### src/rtl/zq_cal_pkg.sv
package zq_cal_pkg;

    typedef enum logic [1:0] {
        CMD_HOLD  = 2'b00,
        CMD_UP    = 2'b01,
        CMD_DOWN  = 2'b10,
        CMD_HOLDX = 2'b11
    } cmp_cmd_e;

    typedef enum logic {
        SYNCED  = 1'b0,
        PENDING = 1'b1
    } leg_state_e;

    localparam int unsigned NUM_LEGS = 2;
    localparam int unsigned LEG_PU   = 0;
    localparam int unsigned LEG_PD   = 1;

endpackage

### src/rtl/zq_interval_timer.sv
module zq_interval_timer #(
    parameter int unsigned CNT_W = 16
) (
    input  logic             clk,
    input  logic             rst_n,
    input  logic [CNT_W-1:0] interval,
    output logic             strobe
);

    logic [CNT_W-1:0] cnt_q;
    logic [CNT_W-1:0] cnt_d;
    logic             wrap;

    always_comb begin
        wrap  = (cnt_q >= interval);
        cnt_d = wrap ? '0 : cnt_q + 1'b1;
    end

    always_ff @(posedge clk) begin
        if (!rst_n) begin
            cnt_q  <= '0;
            strobe <= 1'b0;
        end else begin
            cnt_q  <= cnt_d;
            strobe <= wrap;
        end
    end

    // with a nonzero interval a strobe is never two cycles long
    p_strobe_gap_r2: assert property (@(posedge clk) disable iff (!rst_n)
        (strobe && interval != '0 && $stable(interval)) |=> !strobe);

    // a strobe always follows a counter wrap back to zero
    p_strobe_after_wrap_r2: assert property (@(posedge clk) disable iff (!rst_n)
        strobe |-> (cnt_q == '0));

endmodule

### src/rtl/zq_leg_ctrl.sv
module zq_leg_ctrl
    import zq_cal_pkg::*;
#(
    parameter int unsigned CODE_W = 5
) (
    input  logic              clk,
    input  logic              rst_n,
    input  logic              strobe,
    input  logic [1:0]        cmd,
    input  logic              idle,
    output logic [CODE_W-1:0] code
);

    localparam logic [CODE_W-1:0] MID  = CODE_W'(1) << (CODE_W - 1);
    localparam logic [CODE_W-1:0] FULL = {CODE_W{1'b1}};

    leg_state_e        state_q, state_d;
    logic [CODE_W-1:0] shd_q, shd_d;
    logic [CODE_W-1:0] act_q, act_d;
    logic [CODE_W-1:0] step_up, step_dn;

    // saturating neighbours of the applied code
    always_comb begin
        step_up = (act_q == FULL) ? act_q : act_q + 1'b1;
        step_dn = (act_q == '0)   ? act_q : act_q - 1'b1;
    end

    // verdict decode and commit decision
    always_comb begin
        shd_d = shd_q;
        if (strobe) begin
            unique case (cmp_cmd_e'(cmd))
                CMD_UP:    shd_d = step_up;
                CMD_DOWN:  shd_d = step_dn;
                CMD_HOLD,
                CMD_HOLDX: shd_d = shd_q;
                default:   shd_d = shd_q;
            endcase
        end
        act_d = idle ? shd_d : act_q;
    end

    // next-state logic: T_DEFER and T_COMMIT
    always_comb begin
        state_d = state_q;
        unique case (state_q)
            SYNCED:  if (act_d != shd_d) state_d = PENDING;
            PENDING: if (act_d == shd_d) state_d = SYNCED;
            default: state_d = SYNCED;
        endcase
    end

    // state register
    always_ff @(posedge clk) begin
        if (!rst_n) state_q <= SYNCED;
        else        state_q <= state_d;
    end

    // data registers
    always_ff @(posedge clk) begin
        if (!rst_n) begin
            shd_q <= MID;
            act_q <= MID;
        end else begin
            shd_q <= shd_d;
            act_q <= act_d;
        end
    end

    assign code = act_q;

    // a leg that drove the pad keeps its code across the edge
    p_busy_hold_r6: assert property (@(posedge clk) disable iff (!rst_n)
        !idle |=> (act_q == $past(act_q)));

    // applied code moves at most one step per cycle
    p_one_step_r4: assert property (@(posedge clk) disable iff (!rst_n)
        ({1'b0, act_q} == {1'b0, $past(act_q)}) ||
        ({1'b0, act_q} == {1'b0, $past(act_q)} + 1'b1) ||
        ({1'b0, act_q} + 1'b1 == {1'b0, $past(act_q)}));

    // no wrap between the end values
    p_no_wrap_r5: assert property (@(posedge clk) disable iff (!rst_n)
        !(($past(act_q) == FULL && act_q == '0) || ($past(act_q) == '0 && act_q == FULL)));

    // shadow stays within one step of the applied code
    p_shadow_near_r8: assert property (@(posedge clk) disable iff (!rst_n)
        ({1'b0, shd_q} == {1'b0, act_q}) ||
        ({1'b0, shd_q} == {1'b0, act_q} + 1'b1) ||
        ({1'b0, shd_q} + 1'b1 == {1'b0, act_q}));

    // the shadow only changes on a strobe edge
    p_no_eval_r3: assert property (@(posedge clk) disable iff (!rst_n)
        !strobe |=> $stable(shd_q));

    // synced state means nothing is parked
    p_state_match_r8: assert property (@(posedge clk) disable iff (!rst_n)
        (state_q == SYNCED) |-> (shd_q == act_q));

endmodule

### src/rtl/zq_cal_ctrl.sv
module zq_cal_ctrl
    import zq_cal_pkg::*;
#(
    parameter int unsigned CODE_W = 5,
    parameter int unsigned CNT_W  = 16
) (
    input  logic              clk,
    input  logic              rst_n,
    input  logic [CNT_W-1:0]  interval,
    input  logic [1:0]        pu_cmd,
    input  logic [1:0]        pd_cmd,
    input  logic              out_data,
    input  logic              out_oe,
    output logic              eval_strobe,
    output logic [CODE_W-1:0] pu_code,
    output logic [CODE_W-1:0] pd_code
);

    logic [1:0]        leg_cmd  [NUM_LEGS];
    logic              leg_idle [NUM_LEGS];
    logic [CODE_W-1:0] leg_code [NUM_LEGS];

    zq_interval_timer #(.CNT_W(CNT_W)) u_timer (
        .clk      (clk),
        .rst_n    (rst_n),
        .interval (interval),
        .strobe   (eval_strobe)
    );

    // pull-up is idle when pad shows 0 or is off; pull-down when 1 or off
    always_comb begin
        leg_cmd[LEG_PU]  = pu_cmd;
        leg_cmd[LEG_PD]  = pd_cmd;
        leg_idle[LEG_PU] = !out_oe || !out_data;
        leg_idle[LEG_PD] = !out_oe ||  out_data;
    end

    for (genvar g = 0; g < NUM_LEGS; g++) begin : g_leg
        zq_leg_ctrl #(.CODE_W(CODE_W)) u_leg (
            .clk    (clk),
            .rst_n  (rst_n),
            .strobe (eval_strobe),
            .cmd    (leg_cmd[g]),
            .idle   (leg_idle[g]),
            .code   (leg_code[g])
        );
    end

    assign pu_code = leg_code[LEG_PU];
    assign pd_code = leg_code[LEG_PD];

    // pull-up code frozen across an edge while the pad drives 1
    p_pu_busy_r7: assert property (@(posedge clk) disable iff (!rst_n)
        (out_oe && out_data) |=> $stable(pu_code));

    // pull-down code frozen across an edge while the pad drives 0
    p_pd_busy_r6: assert property (@(posedge clk) disable iff (!rst_n)
        (out_oe && !out_data) |=> $stable(pd_code));

endmodule

### config.mk
export PLATFORM = sky130hd
export DESIGN_NAME = zq_cal_ctrl
export DESIGN_NICKNAME = d
export VERILOG_FILES = /design/src/rtl/zq_cal_pkg.sv /design/src/rtl/zq_interval_timer.sv /design/src/rtl/zq_leg_ctrl.sv /design/src/rtl/zq_cal_ctrl.sv
export SDC_FILE = /design/constraint.sdc
export NUM_CORES = 1
export LEC_CHECK = 0
export CORE_AREA = 5 5 85 71
export DETAILED_ROUTE_END_ITERATION = 6
export DIE_AREA = 0 0 90 76
export DONT_BUFFER_PORTS = 1
export PLACE_DENSITY = 0.67
export SETUP_SLACK_MARGIN = 0.3
export SLEW_MARGIN = 20
export SYNTH_ARGS = -nofsm -noshare
export SYNTH_HDL_FRONTEND = slang
export SYNTH_SLANG_ARGS = --single-unit
### constraint.sdc
create_clock -name clk -period 1.58 [get_ports clk]
set_input_delay 0 -clock clk [delete_from_list [all_inputs] [get_ports clk]]
set_output_delay 0 -clock clk [all_outputs]
set_load 0.03 [all_outputs]
### Yosys cells after proc, flatten, opt, wreduce, memory -nomap -nowiden

Index checks and enable logic that the tools add are counted.

| storage, ports and cells | value |
|---|---|
| register bits | 37 |

| cells by class | value |
|---|---|
| add/subtract/negate cells | 5 |
| bitwise logic cells | 1 |
| equality and inequality tests | 8 |
| reduce and logical (&&, ||, !) cells | 11 |
| magnitude comparators | 1 |
| muxes and demuxes | 8 |

Operators with widths:

| cell | count |
|---|---|
| two-way mux 5 bit | 6 |
| case mux 5 bit (3 select lines) | 2 |
| adder 16 x 1 -> 16 bit (second input constant) | 1 |
| greater-or-equal comparator 16 bit | 1 |
| adder 5 x 1 -> 5 bit (second input constant) | 2 |
| equality test 5 bit (second input constant) | 2 |
| logical NOT 5 bit | 2 |
| subtractor 5 x 1 -> 5 bit (second input constant) | 2 |
| equality test 2 bit (second input constant) | 4 |
| OR reduction 2 bit | 3 |
| equality test 2 x 1 -> 1 bit (second input constant) | 2 |
| logical NOT 2 bit | 2 |
| logical NOT 1 bit | 2 |
| logical OR 1 bit | 2 |
| NOT 1 bit | 1 |

### Longest topological paths before layout

| logic depth | value |
|---|---|
| depth after elaboration | 4 |
| depth in mapped cells | 8 |
| gate-level depth less buffers | 7 |

### Modules after synthesis

A second synthesis with hierarchy kept.

| unflattened totals | value |
|---|---|
| cells, all modules | 316 |
| area, all modules | 2600.0 um^2 |

By module, submodules not included:

| module | cells an instance | times used | area each (um^2) |
|---|---|---|---|
| zq_leg_ctrl | 93 | 2 | 759.5 |
| zq_interval_timer | 128 | 1 | 1071.0 |
| zq_cal_ctrl | 2 | 1 | 10.0 |

### Worst setup path before layout

OpenSTA, ideal clock, no wires.

| timing | value |
|---|---|
| path type | register -> register |
| from | register g_leg[1].u_leg.act_q[0] |
| to | register g_leg[1].u_leg.act_q[1] |
| path buffers | 0 |
| period minus slack after synthesis | 1863 ps |
| library setup time | 130 ps |
| cell stages (with the launch flop) | 7 |
| path slack | -283 ps |
| data arrival time | 1734 ps |
| cells stage by stage | dfxtp_1 inv_1 ha_1 nor4b_1 a32o_1 a221oi_2 o32ai_1 |

| on the way | value |
|---|---|
| word-level cells in the longest chain between the ends | 4 |
| elaborated cells between the ends (all ways) | 8 |
| those cells by class | 2 x add/sub; 1 x eq/ne; 4 x mux; 1 x reduce/logical |

Ends and longest elaborated chain:

| item | RTL line | text |
|---|---|---|
| from (decl) | zq_leg_ctrl.sv:19 | `logic [CODE_W-1:0] act_q, act_d;` |
| from (signal assigned) | zq_leg_ctrl.sv:66 | `act_q <= act_d;` |
| subtractor 5 x 1 -> 5 bit (tied with other cells) | zq_leg_ctrl.sv:25 | `step_dn = (act_q == '0) ? act_q : act_q - 1'b1;` |
| two-way mux 5 bit (on tied branches) | zq_leg_ctrl.sv:25, zq_leg_ctrl.sv:24 |  |
| case mux 5 bit (3 select lines) (*) | zq_leg_ctrl.sv:32 | `unique case (cmp_cmd_e'(cmd))` |
| two-way mux 5 bit (*) | zq_leg_ctrl.sv:31 | `if (strobe) begin` |

Mark *: on every way between the ends. The rest lies on a longest branch, timed or not.
A chain may end at the register's enable or synchronous reset.

### Worst setup path in the final report

| timing | value |
|---|---|
| from | register g_leg[1].u_leg.act_q[1] |
| to | register g_leg[1].u_leg.act_q[0] |

| on the way | value |
|---|---|
| word-level cells in the longest chain between the ends | 4 |
| elaborated cells between the ends (all ways) | 6 |
| those cells by class | 1 x eq/ne; 4 x mux; 1 x reduce/logical |

Ends and longest elaborated chain:

| item | RTL line |
|---|---|
| equality test 5 bit or logical NOT 5 bit (tied branches) | zq_leg_ctrl.sv:24, zq_leg_ctrl.sv:25 |
| two-way mux 5 bit (on tied branches) | zq_leg_ctrl.sv:24, zq_leg_ctrl.sv:25 |
| case mux 5 bit (3 select lines) (*) | zq_leg_ctrl.sv:32 |
| two-way mux 5 bit (*) | zq_leg_ctrl.sv:31 |

Marks and branches as above.

==> flow_summary.json <==
{
  "overflow": 0,
  "slew_headroom": 0.636,
  "area_growth_syn_to_layout_pct": 40.7,
  "multi_input_area_um2": 1860,
  "cp-end-kind": "flop",
  "fin_skew_ps": 4.78,
  "fin_area_um2": 3430,
  "final-setup-viol-count": 27,
  "clkTransAtPathRegs_ps": 80,
  "ctsLongestPathBuffers": 2,
  "rsz0062_at_grt": "yes",
  "dp_slack_ps": -139,
  "gp_congestion": 0.839,
  "p_leak_nw": 1.39,
  "track_usage": 0.179,
  "wirelength_um": 6400,
  "slew_viol_final": 0,
  "hold_viol_final": 1,
  "vdd_drop_max_mv": 0.556,
  "core.rowCount": 24,
  "tns_ps": -3060,
  "hold_ws_ps": -3.12,
  "die_y_um": 76,
  "start_util": 0.469,
  "seq_area_um2": 779,
  "finalWorstSetupSlack_ps": -199,
  "antenna_found_initial": 0,
  "cts_tree": "done",
  "synth_area_leaders": "dfxtp_1, ha_1, nor2_1",
  "status": "complete, but fails checks",
  "fmax_ghz": 0.562,
  "fin_crit_ps": 1780,
  "failed_checks": "negative hold slack, negative setup slack",
  "wl_per_cell_um": 15.5,
  "dr_total_vias": 2345,
  "synth.most_common_cell": "dfxtp_1",
  "avgSynthCellArea_um2": 8.38,
  "drt_first_pass_iters": 4,
  "grt_pass1_vias": 2295,
  "ioPinCount": 35,
  "diodes": 0,
  "cp.arrival_ps": 1950,
  "core_um2": 5190,
  "dp_hpwl_um": 4420,
  "die_width_um": 90,
  "crit_fanout": 3,
  "drtIter0Drc": 135,
  "place_area_um2": 2920,
  "cts_num_sinks": 37,
  "die_area_um2": 6840,
  "yosys_register_bits": 37,
  "synth_top_cell_by_area": "dfxtp_1",
  "vias_per_cell": 5.68,
  "synth_ff_type": "dfxtp_1",
  "drive_gt1_frac": 0.428,
  "ys_types": 54,
  "synthCells": 291,
  "htreeDepth": 2,
  "async_reset_ff_frac": 0,
  "ys_warn_count": 0,
  "cp-start-kind": "flop",
  "grt_max_degree": 19,
  "synth-edff-count": 0,
  "min_path_type": "in -> reg",
  "synth_top_area_share": 0.304,
  "ys_seq_area_frac": 0.304,
  "synth_area_um2": 2440,
  "grt_pass1_wl_um": 10500,
  "numPlacedInstances": 391,
  "clock_latency_ps": 290,
  "cts_buffers": 5,
  "ant_nets": 0,
  "period_share": 1.13,
  "required_ps": 1750,
  "powerDensity_nw_per_um2": 552,
  "layout.nets": 396,
  "port_buffers": 0,
  "fillers": 407,
  "tightest_slew_ps": 538,
  "fin_cells": 413,
  "maxCapViolations": 0,
  "cts_root_buf": "clkbuf_8",
  "critPathKind": "reg -> reg",
  "drc": 0,
  "syn_nets": 340,
  "synthTopCellsByCount": "dfxtp_1, nor2_1, inv_1"
}
==> critical path, cell delays in order, from the launching register on <==
cell,delay (ps)
dfxtp_4,370
inv_4,60
ha_4,130
or4b_4,490
a32oi_2,210
nor2_1,70
a221oi_2,220
a21oi_1,100
==> where the power goes <==
part	switching (mW)	internal, mW	leakage, nW
Combinational	0.163	0.136	1.04
Clock	0.341	0.304	0.0439
Sequential	0.0131	0.935	0.306
Total	0.518	1.37	1.39
==> worst paths after layout <==
check | cells after the start | to | slack, ps | start
max reg2reg | 7 | g_leg[1].u_leg.code[0] | -200 | g_leg[1].u_leg.code[1]
min | 2 | g_leg[0].u_leg.shd_q[2] | -3 | rst_n
max | 7 | g_leg[1].u_leg.code[0] | -200 | g_leg[1].u_leg.code[1]
min reg2reg | 2 | g_leg[0].u_leg.shd_q[4] | 480 | g_leg[0].u_leg.shd_q[4]
==> per-layer routing <==
layer  wire (um)  GRT usage
met1        2820      0.226
met2        3280      0.305
met3         233     0.0464
met4          64     0.0417
met5           0          0
==> flip-flops by register name (all words and copies together), names as in the netlist <==
| register | cells |
|---|---|
| g_leg.u_leg.code | 10 |
| g_leg.u_leg.shd_q | 10 |
| u_timer.cnt_q | 16 |
| u_timer.strobe | 1 |
==> per-stage QoR <==
| step | power, mW | utilization |
|---|---|---|
| 4_1_cts | 1.87 | 0.616 |
| 2_1_floorplan | 1.13 | - |
| 3_3_place_gp | 1.19 | 0.562 |
| 6_report | 1.89 | 0.660 |
| 5_1_grt | 2.00 | 0.660 |
| 3_5_place_dp | 1.19 | 0.562 |
==> placed cells by master, fill, tap and decap left out, types with 12 or more instances in the layout <==
cell type	synthesis	layout
nand2_1	17	16
ha_1	25	17
inv_1	29	24
buf_4	3	48
nor2_2	0	12
o21ai_0	19	12
nor2_1	34	17
dfxtp_1	37	22
==> cell type report <==
| class | count | area share |
|---|---|---|
| multi-input combinational | 212 | 0.543 |
| clock buffer | 5 | 0.0201 |
| tap | 65 | 0.0237 |
| timing repair buffer | 61 | 0.146 |
| clock inverter | 3 | 0.00511 |
| sequential | 37 | 0.227 |
| inverter | 30 | 0.0350 |
==> repair_timing <==
action                                  4_1_cts  5_1_grt
buffers inserted                              5        5
pin swaps                                    16       21
resized for setup                            33       40
hold endpoints to repair                     22       14
hold buffers                                  1        3
endpoints found under the setup margin       37       37
==> logic make-up (layout without fill, tap and decap cells) <==
logic type,Yosys count,in the layout,share of synthesized area
simple gates,93,93,0.197
mux,2,2,0.00923
flops,37,37,0.304
xor+xnor,16,16,0.0575
fa+ha+maj,25,25,0.128
compound gates,76,76,0.226
buf+inv,42,99,0.0780
Power figures use the tool's default switching activity.
